## src/rtl/pip_pkg.sv

```systemverilog
package pip_pkg;
  localparam int ADDR_W = 32;

  // Bytes per transfer unit for a width code.
  function automatic logic [ADDR_W-1:0] unit_bytes(input logic [1:0] wcode);
    return ADDR_W'(1) << wcode;
  endfunction

  // Next address for a lane: one unit inside a row, hole units at row end.
  function automatic logic [ADDR_W-1:0] lane_next(input logic [ADDR_W-1:0] cur,
                                                  input logic [ADDR_W-1:0] hole,
                                                  input logic [1:0]        wcode,
                                                  input logic              row_end);
    logic [ADDR_W-1:0] inc;
    inc = row_end ? (hole << wcode) : unit_bytes(wcode);
    return cur + inc;
  endfunction
endpackage

```

## src/rtl/pip_cfg_check.sv

```systemverilog
module pip_cfg_check #(
  parameter int LEN_W     = 16,
  parameter int ROW_W     = 12,
  parameter int MAX_BEATS = 4095
) (
  input  logic [1:0]       wcode,
  input  logic [LEN_W-1:0] len_bytes,
  input  logic [ROW_W-1:0] row_beats,
  output logic [LEN_W-1:0] beats,
  output logic             bad_cfg
);
  logic too_many, no_row, bad_code, no_beats;

  always_comb begin
    beats    = len_bytes >> wcode;
    too_many = 32'(beats) > 32'(MAX_BEATS);
    no_row   = (row_beats == '0);
    bad_code = (wcode == 2'd3);
    no_beats = (beats == '0);
    bad_cfg  = too_many | no_row | bad_code | no_beats;
  end
endmodule

```

## src/rtl/pip_row_ctr.sv

```systemverilog
module pip_row_ctr #(
  parameter int ROW_W = 12
) (
  input  logic             clk,
  input  logic             rst_n,
  input  logic             clear,
  input  logic             step,
  input  logic [ROW_W-1:0] row_beats,
  output logic             row_end
);
  logic [ROW_W-1:0] pos;

  assign row_end = (pos == row_beats - ROW_W'(1));

  always_ff @(posedge clk or negedge rst_n) begin
    if (!rst_n)       pos <= '0;
    else if (clear)   pos <= '0;
    else if (step)    pos <= row_end ? '0 : pos + ROW_W'(1);
  end
endmodule

```

## src/rtl/pip_addr_lane.sv

```systemverilog
module pip_addr_lane
  import pip_pkg::*;
#(
  parameter int HOLE_W = 16
) (
  input  logic              clk,
  input  logic              rst_n,
  input  logic              load,
  input  logic [ADDR_W-1:0] base,
  input  logic              step,
  input  logic              row_end,
  input  logic [HOLE_W-1:0] hole,
  input  logic [1:0]        wcode,
  output logic [ADDR_W-1:0] addr
);
  always_ff @(posedge clk or negedge rst_n) begin
    if (!rst_n)     addr <= '0;
    else if (load)  addr <= base;
    else if (step)  addr <= lane_next(addr, ADDR_W'(hole), wcode, row_end);
  end
endmodule

```

## src/rtl/pip_addr_gen.sv

```systemverilog
module pip_addr_gen
  import pip_pkg::*;
#(
  parameter int LEN_W     = 16,
  parameter int ROW_W     = 12,
  parameter int HOLE_W    = 16,
  parameter int MAX_BEATS = 4095
) (
  input  logic              clk,
  input  logic              rst_n,
  input  logic              start,
  input  logic [31:0]       src_base,
  input  logic [31:0]       dst_base,
  input  logic [1:0]        xfer_width,
  input  logic [LEN_W-1:0]  byte_len,
  input  logic [ROW_W-1:0]  row_len,
  input  logic [HOLE_W-1:0] src_hole,
  input  logic [HOLE_W-1:0] dst_hole,
  output logic              beat_valid,
  input  logic              beat_ready,
  output logic [31:0]       rd_addr,
  output logic [31:0]       wr_addr,
  output logic              busy,
  output logic              done,
  output logic              cfg_err
);
  localparam int NLANE = 2;

  logic [LEN_W-1:0]  beats_in;
  logic              bad_cfg;
  logic              run_q, done_q, err_q;
  logic [LEN_W-1:0]  remain_q;
  logic [1:0]        width_q;
  logic [ROW_W-1:0]  row_q;
  logic [HOLE_W-1:0] hole_q [NLANE];
  logic [HOLE_W-1:0] hole_in [NLANE];
  logic [ADDR_W-1:0] base_in [NLANE];
  logic [ADDR_W-1:0] lane_addr [NLANE];

  // Named internal events
  logic accept_start, beat_fire, last_beat, row_wrap;

  assign hole_in[0] = src_hole;
  assign hole_in[1] = dst_hole;
  assign base_in[0] = src_base;
  assign base_in[1] = dst_base;

  pip_cfg_check #(.LEN_W(LEN_W), .ROW_W(ROW_W), .MAX_BEATS(MAX_BEATS)) u_chk (
    .wcode(xfer_width), .len_bytes(byte_len), .row_beats(row_len),
    .beats(beats_in), .bad_cfg(bad_cfg)
  );

  assign accept_start = start & ~run_q & ~bad_cfg;
  assign beat_fire    = run_q & beat_ready;
  assign last_beat    = beat_fire & (remain_q == LEN_W'(1));

  pip_row_ctr #(.ROW_W(ROW_W)) u_row (
    .clk(clk), .rst_n(rst_n), .clear(accept_start), .step(beat_fire),
    .row_beats(row_q), .row_end(row_wrap)
  );

  for (genvar s = 0; s < NLANE; s++) begin : g_lane
    pip_addr_lane #(.HOLE_W(HOLE_W)) u_lane (
      .clk(clk), .rst_n(rst_n), .load(accept_start), .base(base_in[s]),
      .step(beat_fire), .row_end(row_wrap), .hole(hole_q[s]),
      .wcode(width_q), .addr(lane_addr[s])
    );
  end

  always_ff @(posedge clk or negedge rst_n) begin
    if (!rst_n) begin
      run_q    <= 1'b0;
      done_q   <= 1'b0;
      err_q    <= 1'b0;
      remain_q <= '0;
      width_q  <= '0;
      row_q    <= '0;
      for (int s = 0; s < NLANE; s++) hole_q[s] <= '0;
    end else begin
      done_q <= 1'b0;
      err_q  <= 1'b0;
      if (!run_q) begin
        if (start) begin
          if (bad_cfg) begin
            err_q <= 1'b1;
          end else begin
            run_q    <= 1'b1;
            remain_q <= beats_in;
            width_q  <= xfer_width;
            row_q    <= row_len;
            for (int s = 0; s < NLANE; s++) hole_q[s] <= hole_in[s];
          end
        end
      end else if (beat_fire) begin
        remain_q <= remain_q - LEN_W'(1);
        if (last_beat) begin
          run_q  <= 1'b0;
          done_q <= 1'b1;
        end
      end
    end
  end

  assign beat_valid = run_q;
  assign busy       = run_q;
  assign done       = done_q;
  assign cfg_err    = err_q;
  assign rd_addr    = lane_addr[0];
  assign wr_addr    = lane_addr[1];
endmodule

```

## config.mk

```make
export PLATFORM = sky130hd
export DESIGN_NAME = pip_addr_gen
export DESIGN_NICKNAME = d
export VERILOG_FILES = /design/src/rtl/pip_pkg.sv /design/src/rtl/pip_cfg_check.sv /design/src/rtl/pip_row_ctr.sv /design/src/rtl/pip_addr_lane.sv /design/src/rtl/pip_addr_gen.sv
export SDC_FILE = /design/constraint.sdc
export NUM_CORES = 1
export LEC_CHECK = 0
export ABC_AREA = 1
export CELL_PAD_IN_SITES_DETAIL_PLACEMENT = 0
export CELL_PAD_IN_SITES_GLOBAL_PLACEMENT = 1
export CORE_MARGIN = 2
export CORE_UTILIZATION = 38
export DETAILED_ROUTE_END_ITERATION = 7
export GPL_ROUTABILITY_DRIVEN = 0
export PLACE_DENSITY_LB_ADDON = 0.3
export REMOVE_ABC_BUFFERS = 1
export SLEW_MARGIN = 10
export SYNTH_ARGS = -nofsm -noshare
export SYNTH_HDL_FRONTEND = slang
export SYNTH_SLANG_ARGS = --single-unit
```

## constraint.sdc

```tcl
create_clock -name clk -period 4.3 [get_ports clk]
set_clock_uncertainty 0.15 [all_clocks]
set_input_delay 0.86 -clock clk [delete_from_list [all_inputs] [get_ports clk]]
set_output_delay 0.86 -clock clk [all_outputs]
set_load 0.005 [all_outputs]
```

; Word level (Yosys, flattened, before mapping)
; Index checks and enable logic that the tools add are counted.
[word_totals]
register_bits = 141
out_inout_bits = 68
word_cells = 65
[classes]
addsub = 5
magnitude_cmp = 1
n_eq_ne = 5
shifts = 4
muxes = 24
bitwise = 9
reduce_logical = 6
[op_table]
columns = op, n
row1 = 2-to-1 mux 32 bit, 6
row2 = adder 32 bit, 2
row3 = 2-to-1 mux 16 bit, 4
row4 = << shifter 16 x 2 -> 32 bit, 2
row5 = 2-to-1 mux 12 bit, 3
row6 = << shifter 1 x 2 -> 32 bit (first input constant), 1
row7 = equality test 16 x 1 -> 1 bit (second input constant), 1
row8 = greater-than comparator 16 x 12 -> 1 bit (second input constant), 1
row9 = zero test 16 bit, 1
row10 = right shift 16 x 2 -> 16 bit, 1
row11 = subtractor 16 x 1 -> 16 bit (second input constant), 1
row12 = adder 12 x 1 -> 12 bit (second input constant), 1
row13 = equality test 12 bit, 1
row14 = zero test 12 bit, 1
row15 = subtractor 12 x 1 -> 12 bit (second input constant), 1
row16 = 2-to-1 mux 1 bit, 11
row17 = AND reduction 3 bit, 2
row18 = bitwise AND 1 bit, 4
row19 = inequality test 2 x 1 -> 1 bit (second input constant), 2
row20 = nonzero test 2 bit, 2
row21 = bitwise OR 1 bit, 3
row22 = equality test 2 bit (second input constant), 1
row23 = NOT 1 bit, 2

; Longest topological paths before layout
[depth]
depth_word = 8
ltp_mapped = 30
ltp_nobuf = 30

; Modules after synthesis
; A second synthesis with hierarchy kept.
[unflattened]
hier_cells = 1964
area_unflattened_um2 = 12082.8
[by_module_without_submodules]
columns = module, instances, cells_per_inst, area_per_inst_um2, seq_area_each_um2
row1 = pip_addr_lane, 2, 606, 3564.7, 800.8
row2 = pip_addr_gen, 1, 401, 3041.7, 1626.6
row3 = pip_row_ctr, 1, 231, 1343.8, 300.3
row4 = pip_cfg_check, 1, 120, 568.0, 0.0

; Worst setup path before layout
; No wires, ideal clock.
[synth_path]
path_type = flip-flop to flip-flop
start = reg row_q[0]
end = reg g_lane[1].u_lane.addr[20]
setup_time_ns = 0.117
t_arrival_ns = 3.004
required_ns = 4.033
path_slack_ns = 1.029
stages_incl_launch_ff = 30
n_path_buf = 0
cell_sequence = dfrtp_1 inv_1 ha_1 inv_1 nand2_1 nand2_1 nand2_1 nand2_1 nor2_1 nand2_1 nor2_1 nand2_1 nor2_1 nand3_1 nand2_1 inv_1 ha_1 fa_1 nand3_1 nand3_1 nand2_1 nand2_1 nand3_1 nand2_1 nand2_1 nand2_1 nand2_1 nand2_1 nand2_1 nand2_1
[synth_via]
elab_chain_len = 6
[synth_lines]
columns = element, line
row1 = "start, declared", pip_addr_gen.sv:34  ; logic [ROW_W-1:0] row_q;
row2 = "start signal, assigned", pip_addr_gen.sv:90  ; row_q <= row_len;
row3 = subtractor 12 x 1 -> 12 bit, pip_row_ctr.sv:13  ; assign row_end = (pos == row_beats - ROW_W'(1));
row4 = equality test 12 bit, pip_row_ctr.sv:13
row5 = 2-to-1 mux 32 bit, pip_pkg.sv:15  ; inc = row_end ? (hole << wcode) : unit_bytes(wcode);
row6 = adder 32 bit, pip_pkg.sv:16  ; return cur + inc;
row7 = 2-to-1 mux 32 bit, pip_addr_lane.sv:19  ; else if (step) addr <= lane_next(addr, ADDR_W'(hole), wcode, row_end);
row8 = 2-to-1 mux 32 bit, pip_addr_lane.sv:18  ; else if (load) addr <= base;
row9 = "end signal, assigned", pip_addr_lane.sv:18
row10 = "end signal, assigned", pip_addr_lane.sv:19
row11 = "end, declared", pip_addr_lane.sv:14  ; output logic [ADDR_W-1:0] addr
; No other way between the ends. The select of a mux whose other input is x is not followed.
; A chain may end at the register's enable or synchronous reset.

; Final worst setup path
; Ends and elaborated chain as after synthesis.

==> impl.org <==
** STA
- Fin. max-slew vios :: 0
- Setup slack on the critical path of the routed design comes to 0.452 ns.
- Setup violations remaining at the end of the flow were counted as 0.
- The final count of hold timing violations was 0.
- Derived from the worst setup path, the maximum achievable clock frequency is 260 MHz.
- Setup TNS :: 0 ns
- At the pin with the least slew margin, the transition time is 0.952 ns.
- Final critical path time including I/O delays and setup :: 3.85 ns
- Measured against its own limit, the worst slew margin works out to 36.5%.
- Setup repair after global routing left no endpoint under its margin.
- Of the available clock period, the critical path in the final layout requires 89.5%.

** GRT
- Initial antenna violation count :: 3
- The first global-routing pass estimated 64,900 microns of wire.
- Global routing consumed, over all layers together, 24.1% of the routing resources.
- Vias in the first global route :: 12,700
- Congestion Overflow GR :: 0
- Entering global routing, the biggest net connects 89 pins.

** Logic synthesis
- In this run, distinct cell masters in the synthesized netlist total 37.
- After synthesis the cells add up to 12,200 sq um.
- Flop and latch count out of synthesis :: 141
- Post-synthesis average cell area :: 5.96 sq um
- Among all flip-flop cells after synthesis, the most frequent one is dfrtp_1.
- FFs w/ async S/R, synth :: 100%
- Dominant cell by count in the synthesized netlist :: nand2_1
- The share of synthesized area in the top cell type comes to 29.0%.
- Yosys printed 0 warnings.
- Ranked by instance count, the synthesized netlist is headed by nand2_1, inv_1, nand3_1, nor2_1, dfrtp_1.
- Of all cell types, the one taking the most synthesized area is dfrtp_1.
- Count of flip-flops with a built-in enable after synthesis :: 0
- Sequential elements use 29.0% of the synthesized area.
- Largest cells by area after synthesis :: dfrtp_1, nand2_1, inv_1, nand3_1, o21ai_0
- Counting every instance in the synthesized netlist gives 2,043.

** Layout
- Synth-to-Final Area Change :: 24.3%
- In the final layout, the share of cells above drive strength 1 is 3.86%.
- Final net count :: 2,387
- Number of inserted diodes :: 0

** Critical path
- STA classifies the critical path startpoint as a register.
- Worst Path Buf+Inv :: 2
- Worst setup path start :: row_q[0]
- Worst r2r src :: row_q[0]
- Total number of cells along the worst setup path :: 25
- R2r endpoint :: g_lane[1].u_lane.addr[20]
- Following the worst setup path forward leads to its endpoint at g_lane[1].u_lane.addr[20].
- The worst register-to-register path has a depth of 25.
- Of all nets on the critical path, the largest fanout is 6.
- Data arrives at the worst endpoint at 4.03 ns.
- STA puts the critical path data required time at 4.48 ns.
- STA classifies the critical path endpoint as a register.
- Most used cell along the critical path :: nand2_1
- R2r setup slk :: 0.45 ns
- Broken down by cell family, the worst path's largest delay share belongs to simple AND/OR/NAND/NOR gates.
- Max stage delay on crit path :: 0.46 ns
- The largest individual stage delay along the critical path comes from the cell fa_1.
- Kind of critical path :: reg -> reg

** Clock network
- Clock latency on the worst-skew pair, taken at its later pin, is 0.44 ns.
- In this run the post-CTS setup repair buffer count came out at 0.
- Clock transition at path regs :: 0.06 ns
- Clk sink count :: 141
- Clk buf depth :: 2
- Library cell used as clock root buffer :: clkbuf_16
- In this run the number of H-tree levels came out at 4.
- TritonCTS built the clock tree.
- In this run, CTS created clock tree buffers numbering 17.

** Floorplanning
- The initial utilization of the core area, before any placement, comes to 38.6%.
- The die covers 33,500 sq um.
- Die boundary width :: 183 microns
- Die height :: 183 microns
- Top-Level Pins :: 198
- In this run the core area contains 65 standard-cell rows.
- Core Footprint :: 31,600 sq um

** Power and ir drop
- Worst supply voltage drop on vdd :: 0.000364 V
- The analysis attributes to cell leakage a power of 8.01 nW.
- After layout, the design draws a total of 7.68 mW.
- Pwr Density :: 507 nW/um^2

** Worst hold path
- The tightest min-delay check is of the reg -> reg type.

** Drt
- Initial DRT Pass Iterations :: 6
- Vias after detailed routing :: 13,100
- Routed via count divided by cell count :: 4.99
- DRC viols :: 0
- Routed wire length :: 39,900 microns
- In this run the remaining antenna-violating nets after routing total 0.
- DRC marker count from the first detailed-route iteration :: 828
- Per-cell routed wire length :: 15.2 microns

** Placed design
- Final HPWL from detailed placement :: 30,700 microns
- The count of buffers added on input and output ports is 197.
- Minimum setup slack after placement :: 0.337 ns

** Job
- Total of max-cap violations :: 0

** Status
- Run status :: finished, final reports clean
[tightest hold or removal path: stages, from the launching register on]
cell,delay [ns]
dfrtp_1,0.36
nand2_1,0.06
nand2_1,0.05
[how the worst min path moves through the flow]
stage | startpoint | cells after the start | end | slack (ns)
2_1_floorplan | remain_q[6] | 2 | remain_q[6] | 0.31
3_5_place_dp | hole_q[31] | 2 | hole_q[31] | 0.34
6_report | hole_q[31] | 2 | hole_q[31] | 0.35
5_1_grt | hole_q[31] | 2 | hole_q[31] | 0.39
4_1_cts | hole_q[31] | 2 | hole_q[31] | 0.35
3_3_place_gp | hole_q[18] | 2 | hole_q[18] | 0.33
[repair_timing]
| action | CTS | global route |
|---|---|---|
| hold buffers | 0 | 0 |
| setup endpoints to repair | 0 | 25 |
| resized for setup | 0 | 4 |
[flip-flops by register name, summed over array words and instances (netlist names)]
| register | flops |
|---|---|
| beat_valid | 1 |
| cfg_err | 1 |
| done | 1 |
| g_lane.u_lane.addr | 64 |
| hole_q | 32 |
| remain_q | 16 |
| row_q | 12 |
| u_row.pos | 12 |
| width_q | 2 |
[placed cells by master (no fill, tap or decap), drive strengths merged, types with 6 or more instances in the layout]
cell,count
nand2,863
inv,272
clkdlybuf4s50,196
nand3,191
nor2,143
dfrtp,141
o21ai,141
a21oi,49
ha,42
nand4,38
xor2,34
buf,24
clkbuf,20
nand3b,16
nor3,13
or2,9
xnor2,6
[area by class of cell]
class	count	area [sq um]
clock inverters	12	206
multi-input cells	1564	7260
well taps	402	503
inverters	269	1020
clock buffers	20	447
fillers	3361	16400
repair buffers	220	2170
flip-flops and latches	141	3530
[power by group]
part,total [mW],switching (mW),leakage (nW),internal [mW]
sequential,2.46,0.618,1.76,1.85
combinational,3.51,1.96,5.94,1.55
clock,1.71,0.653,0.316,1.05
[metal layers]
metal	vias to the layer above	routed length (microns)	track usage (%)	share of wire, %
met4	4	721	6.34	1.8
met1	5953	19100	33.2	48
li1	6750	-	-	-
met5	-	31	0	0.078
met2	347	18100	39.7	45
met3	49	1870	3.30	4.7
[metrics by stage]
| step | utilization [%] | instance area, sq um | std cells | hold slack (ns) |
|---|---|---|---|---|
| after global routing | 48.0 | 15100 | 2628 | 0.390 |
| after global placement | 45.9 | 14500 | 2596 | 0.333 |
| final | 48.0 | 15100 | 2628 | 0.349 |
| after floorplan | - | 11800 | 1974 | 0.313 |
| after detailed placement | 45.9 | 14500 | 2596 | 0.336 |
| after CTS | 47.9 | 15100 | 2628 | 0.354 |
[cells by family after synthesis]
group	after synthesis	synth area share, %
adders and majority gates	44	4.64
and+or+nand+nor	1281	43.4
buffers and inverters	338	11.5
xor gates and xnor gates	40	2.88
DFF	141	29.0
AOI/OAI and AO/OA	199	8.62
Power figures use the tool's default switching activity.
